<file path="src/rtl/pin_level_ctrl.sv">
module pin_level_ctrl #(
  parameter int NPINS  = 4,
  parameter int PERIOD = 200,
  localparam int DUTY_W = $clog2(PERIOD + 1),
  localparam int PIN_W  = (NPINS > 1) ? $clog2(NPINS) : 1
) (
  input  logic                 clk,
  input  logic                 rst_n,
  input  logic                 cmd_valid,
  input  logic [2*NPINS-1:0]   cmd_byte,
  input  logic                 duty_valid,
  input  logic [PIN_W-1:0]     duty_pin,
  input  logic [DUTY_W-1:0]    duty_val,
  output logic [NPINS-1:0]     pins_out,
  output logic                 duty_reject
);

  localparam logic [DUTY_W-1:0] FULL = DUTY_W'(PERIOD);
  localparam logic [DUTY_W-1:0] LAST = DUTY_W'(PERIOD - 1);

  typedef enum logic [1:0] {M_LOW, M_HIGH, M_PWM} mode_t;

  mode_t             mode_q [NPINS];
  logic [DUTY_W-1:0] duty_q [NPINS];
  logic [DUTY_W-1:0] cnt_q;
  logic [NPINS-1:0]  pwm_on;
  logic              duty_ok;

  assign duty_ok = duty_val <= FULL;

  always_ff @(posedge clk) begin
    if (!rst_n) begin
      cnt_q       <= '0;
      duty_reject <= 1'b0;
    end else begin
      cnt_q       <= (cnt_q == LAST) ? '0 : cnt_q + 1'b1;
      duty_reject <= duty_valid && !duty_ok;
    end
  end

  always_ff @(posedge clk) begin
    for (int i = 0; i < NPINS; i++) begin
      if (!rst_n) begin
        mode_q[i] <= M_LOW;
        duty_q[i] <= '0;
      end else if (cmd_valid && cmd_byte[NPINS+i]) begin
        mode_q[i] <= cmd_byte[i] ? M_HIGH : M_LOW;
      end else if (duty_valid && duty_ok && duty_pin == PIN_W'(i)) begin
        duty_q[i] <= duty_val;
        if (duty_val == '0)      mode_q[i] <= M_LOW;
        else if (duty_val == FULL) mode_q[i] <= M_HIGH;
        else                     mode_q[i] <= M_PWM;
      end
    end
  end

  always_comb begin
    for (int i = 0; i < NPINS; i++) begin
      pwm_on[i] = mode_q[i] == M_PWM;
      case (mode_q[i])
        M_HIGH:  pins_out[i] = 1'b1;
        M_PWM:   pins_out[i] = cnt_q < duty_q[i];
        default: pins_out[i] = 1'b0;
      endcase
    end
  end

endmodule

</file>
<file path="config.mk">
export PLATFORM = sky130hd
export DESIGN_NAME = pin_level_ctrl
export DESIGN_NICKNAME = d
export VERILOG_FILES = /design/src/rtl/pin_level_ctrl.sv
export SDC_FILE = /design/constraint.sdc
export NUM_CORES = 1
export LEC_CHECK = 0
export ABC_AREA = 1
export ABC_CLOCK_PERIOD_IN_PS = 2600
export BUFFER_PORTS_ARGS = -buffer_cell sky130_fd_sc_hd__buf_2
export CAP_MARGIN = 20
export CORE_ASPECT_RATIO = 2
export CORE_MARGIN = 2
export CORE_UTILIZATION = 60
export DETAILED_ROUTE_END_ITERATION = 7
export MAX_ROUTING_LAYER = met4
export PLACE_DENSITY = 0.78
export SLEW_MARGIN = 20
export SYNTH_ARGS = -nofsm -noshare
export SYNTH_HDL_FRONTEND = slang
export SYNTH_SLANG_ARGS = --single-unit
</file>
<file path="constraint.sdc">
create_clock -name clk -period 2.6 [get_ports clk]
set_clock_uncertainty 0.2 [all_clocks]
set_input_delay 0.39 -clock clk [delete_from_list [all_inputs] [get_ports clk]]
set_output_delay 0.39 -clock clk [all_outputs]
set_load 0.005 [all_outputs]
</file>
# [After elaboration in Yosys (flattened, before gate mapping)]
# Memory sizes are Yosys's and may differ from the RTL's.
# Cells that the tools add are included.
[word_totals] regBits=9 output_inout_bits=5 ramBits=40 in_bits=22 elab_cells=168 memories=2 latch_bits=0 mem_bits_ro=0
[mem_list] name="duty_q" words=4 width=8 rd=4 rd_clocked_by_memory_dff=0 wr=4 line_no="24" text="logic [DUTY_W-1:0] duty_q [NPINS];"
[mem_list] name="mode_q" words=4 width=2 rd=4 rd_clocked_by_memory_dff=0 wr=4 line_no="23" text="mode_t mode_q [NPINS];"
[op_classes] n_bitwise=21 shift=0 n_reduce_logical=14 addsub=1 n_eq_ne=13 n_lt_le_gt_ge=5 mux=110 div_mod_pow=0 mul=0
[op_table] cell="1-bit two-way mux" n=86
[op_table] cell="8-bit less-than comparator" n=4
[op_table] cell="2-bit two-way mux" n=16
[op_table] cell="8-bit two-way mux" n=4
[op_table] cell="1-bit OR" n=20
[op_table] cell="8-bit == test (second input constant)" n=2
[op_table] cell="2-bit == test (second input constant)" n=6
[op_table] cell="2-bit by 1-bit == test with 1-bit output (second input constant)" n=5
[op_table] cell="1-bit logical AND" n=10
[op_table] cell="8-bit by 1-bit adder with 8-bit output (second input constant)" n=1
[op_table] cell="8-bit <= comparator (second input constant)" n=1
[op_table] cell="8-bit zero test" n=1
[op_table] cell="1-bit case mux with 2 select lines" n=4
[op_table] cell="2-bit zero test" n=1
[op_table] cell="2-bit OR reduction" n=1
[op_table] cell="1-bit zero test" n=1
[op_table] cell="1-bit NOT" n=1

# [Logic depth before layout (Yosys ltp)]
[depth] ltp_word=10 mapped_depth=9 depth_no_buf=9

# [Worst setup path before layout]
# OpenSTA, ideal clock, no wires.
[synth_timing] path_type="input -> register" from="in duty_val[5]" to="mem duty_q[2][0] in the netlist's numbering, enable pin" setup_time_ns=0.384 arrival_ns=1.522 t_required_ns=2.016 n_path_buf=0 path_slack_ns=0.494 path_stages=7 cell_sequence="inv_1 -> nand2_1 -> nand3_2 -> nand2_2 -> nor2_4 -> inv_2 -> o21ai_0"
[synth_lines] element="start: declaration" line_no="13" text="input logic [DUTY_W-1:0] duty_val,"
[synth_lines] element="end: declaration" line_no="24"

# [Final worst setup path]
[layout_timing] from="reg cnt_q[7]" to="out pins_out[3]"
[layout_between] elab_chain_len=2
[layout_lines] element="start: declaration" line_no="25" text="logic [DUTY_W-1:0] cnt_q;"
[layout_lines] element="start signal: assignment" line_no="36" text="cnt_q <= (cnt_q == LAST) ? '0 : cnt_q + 1'b1;"
[layout_lines] element="8-bit less-than comparator" line_no="62" text="M_PWM: pins_out[i] = cnt_q < duty_q[i];"
[layout_lines] element="1-bit case mux with 2 select lines" line_no="60" text="case (mode_q[i])"
[layout_lines] element="end: declaration" line_no="14" text="output logic [NPINS-1:0] pins_out,"
# Every way passes these cells.

==> summary.md <==
| Metric | Value |
|---|---|
| Share of cells above drive strength 1 | `0.132` |
| Most used flip-flop cell after synthesis | `sky130_fd_sc_hd__edfxtp_1` |
| Number of synthesized flops with an enable pin | `40` |
| Net count of the finished layout | `428` |
| Pleak | `1.69 nW` |
| Capturing point of the worst reg2reg path | `cnt_q[7]` |
| Post-CTS Repair Setup Buffers | `0` |
| Instance area after placement | `3180 um^2` |
| Die extent in y | `104 um` |
| FFs w/ async S/R, synth | `0` |
| Unrepaired setup endpoints after global routing | `false` |
| Post-cts sizing count | `0` |
| Detailed placer's ending HPWL | `5.14 mm` |
| Layout Area Growth over Synthesis | `10.9%` |
| Family with the most delay on the worst path | `flip-flops` |
| Total power | `1.81 mW` |
| Maximum number of pins on one net before global-route repair | `18` |
| Via total after detailed routing | `2263` |
| Mean Syn Cell Area | `8.81 um^2` |
| Number of buffers and inverters on the critical path | `1` |
| Cell at the root of the clock tree | `sky130_fd_sc_hd__clkbuf_8` |
| Post-synthesis register bit count | `49` |
| Cts-stage hold buffer count | `0` |
| Reg-to-Reg Start | `cnt_q[4]` |
| Measured slew at the worst slew-check pin | `552 ps` |
| Area share of the largest cell type after synthesis | `0.402` |
| Post-Route Hold Slack | `110 ps` |
| Aggregate global routing overflow | `0` |
| Antenna diode count | `0` |
| Later-pin clock latency in the skew report | `320 ps` |
| Vias in the first global route | `2343` |
| Average routed wire per standard cell | `15.3 um` |
| Final Worst Setup Slack | `176 ps` |
| Required arrival time at the worst endpoint | `2010 ps` |
| Max-Slew Margin vs Limit | `0.628` |
| First drt pass iteration count | `4` |
| Peak supply drop | `0.000587 V` |
| Kind of path behind the tightest hold check | `in -> reg` |
| Number of hold-slack violations in the final timing report | `0` |
| Highest achievable clock rate | `0.413 GHz` |
| Worst hold start | `duty_valid` |
| Slack of the worst reg-to-reg path | `780 ps` |
| Buffers from clock root to sink, at most | `2` |
| Starting Density | `0.620` |
| Remaining antenna violation count after routing | `0` |
| Sinks on Clock Net | `49` |
| Critical Path Start Type | `flop` |
| Run status | `complete, no violations` |
| Clock-pin slew reported for the worst setup and hold paths after clock tree synthesis | `90 ps` |
| Residual DRC count | `0` |
| Top cell types by occurrence after synthesis | `sky130_fd_sc_hd__inv_1, sky130_fd_sc_hd__nand2_1, sky130_fd_sc_hd__nor2_1` |
| Cell with the largest stage delay on the worst path | `sky130_fd_sc_hd__dfxtp_1` |
| Number of fill cells in the layout | `377` |
| Hold Path Sink | `duty_reject` |
| Placeable core area | `4820 um^2` |
| Unique masters post-synth | `26` |
| Critical path, cell by cell | `ha_1 -> a21oi_1 -> o21a_1 -> nand3_1 -> a21oi_1 -> buf_2` |
| Seq/Total Area, Yosys | `0.462` |
| Routed WL | `6.51 mm` |
| Inserted Clock Buffers | `5` |
| Cell types with the largest area share after synthesis | `sky130_fd_sc_hd__edfxtp_1, sky130_fd_sc_hd__ha_1, sky130_fd_sc_hd__inv_1` |
| Critical setup path kind | `reg -> out` |
| Post-synthesis net count | `398` |
| Site Rows | `36` |
| Non-filler instance count after layout | `427` |
| Total I/O pin count | `27` |
| Final period util | `0.932` |
| Count of final setup violators | `0` |
| Die area | `5590 um^2` |
| Utilization after layout | `0.688` |
| Cell type with the highest aggregate area in the netlist | `sky130_fd_sc_hd__edfxtp_1` |
| Delay of the slowest cell on the worst path | `520 ps` |
| DR iter-0 viols | `62` |
| Worst reg2reg path depth | `5` |
| Setup tns final | `0 ps` |
| Max-cap violation count | `0` |
| Routability Congestion | `0.881` |
| Cell count after placement | `419` |
| YS warnings | `0` |
| Capturing element type of the critical path | `primary output` |
| Synthesized area | `2990 um^2` |
| Largest fanout of any net on the critical path | `7` |
| Floorplan die width | `53.9 um` |
| Data arrival at the endpoint of the critical path | `1830 ps` |
| Global-route wire length before repair | `10.4 mm` |
| Clock period minus worst slack | `2420 ps` |
| Count leader, synth | `sky130_fd_sc_hd__inv_1` |
| IO Port Bufs | `26` |
| Clock tree from TritonCTS | `built` |
| Place WS | `447 ps` |
| Level count of the clock H-tree | `2` |
| Finished Cell Area | `3310 um^2` |
| Cell depth of the worst hold path | `3` |
| Power density of the placed cells | `547 nW/um^2` |
| Max-slew violation total from the final report | `0` |
| Number of vias per cell after detailed routing | `5.30` |
| Mapped Cells | `339` |
| Most common cell type on the critical path | `sky130_fd_sc_hd__a21oi_1` |
| Gr usage total | `0.270` |
| Number of antenna violations at the first check in global routing | `0` |
## layer usage
| layer | global-route usage | vias up | wire [um] |
|---|---|---|---|
| met4 | 0.132 | 0 | 259 |
| met1 | 0.247 | 1041 | 2270 |
| met3 | 0.0548 | 15 | 203 |
| met5 | - | - | 0 |
| li1 | - | 1156 | - |
| met2 | 0.486 | 51 | 3780 |
## worst reg2reg max path, stage by stage (launching register included)
cell and delay (ps):
sky130_fd_sc_hd__dfxtp_1 580, sky130_fd_sc_hd__inv_1 140, sky130_fd_sc_hd__nor4_1 530, sky130_fd_sc_hd__nand3_1 140, sky130_fd_sc_hd__nand2_1 90, sky130_fd_sc_hd__nor2_1 40
## registers in the layout (all words and copies together), names as in the netlist
register     cells
cnt_q            8
duty_q          32
duty_reject      1
mode_q           8
## power by group
part / total [mW] / internal [mW] / switching [mW]
clock: 0.659 / 0.387 / 0.272
combinational: 0.228 / 0.0823 / 0.146
sequential: 0.926 / 0.900 / 0.0255
total: 1.81 / 1.37 / 0.443
## worst max path at each step
stage	from	endpoint	slack, ps	depth (start not counted)
5_1_grt	cnt_q[2]	pins_out[0]	80	9
3_5_place_dp	duty_val[5]	duty_q[0][2]	450	10
6_report	cnt_q[7]	pins_out[3]	180	6
2_1_floorplan	duty_val[5]	duty_q[2][0]	490	7
3_3_place_gp	duty_val[5]	duty_q[0][2]	450	10
4_1_cts	cnt_q[7]	pins_out[3]	180	6
## cells in the final DEF, fill, tap and decap left out, types with 2 or more instances in the layout
master                      count
sky130_fd_sc_hd__inv_1         69
sky130_fd_sc_hd__nand2_1       60
sky130_fd_sc_hd__nor2_1        43
sky130_fd_sc_hd__edfxtp_1      40
sky130_fd_sc_hd__ha_1          37
sky130_fd_sc_hd__buf_2         26
sky130_fd_sc_hd__a21oi_1       19
sky130_fd_sc_hd__nand3_1       17
sky130_fd_sc_hd__nor3_1        11
sky130_fd_sc_hd__dfxtp_1        9
sky130_fd_sc_hd__nand4_1        7
sky130_fd_sc_hd__clkbuf_8       5
sky130_fd_sc_hd__o21a_1         4
sky130_fd_sc_hd__nor2_4         4
sky130_fd_sc_hd__nand2_4        3
sky130_fd_sc_hd__inv_2          2
sky130_fd_sc_hd__bufinv_16      2
sky130_fd_sc_hd__buf_4          2
## cells by family (layout without fill, tap and decap cells)
group	after synthesis	count (layout)	synth area share
adders and majority gates	37	37	0.155
xor gates and xnor gates	2	2	0.00586
DFF	49	49	0.462
and+or+nand+nor	151	151	0.235
buffers and inverters	76	107	0.0984
AOI/OAI and AO/OA	24	24	0.0435
## final cells by class
type | count | area, um^2 | share of cell area
clock buffer | 5 | 68.8 | 0.0208
timing repair buffer | 28 | 145 | 0.0438
inverter | 71 | 267 | 0.0804
tap | 57 | 71.3 | 0.0215
sequential | 49 | 1380 | 0.417
multi-input combinational | 214 | 1310 | 0.396
clock inverter | 3 | 68.8 | 0.0208
No activity file was read; power rests on OpenSTA's default activity.
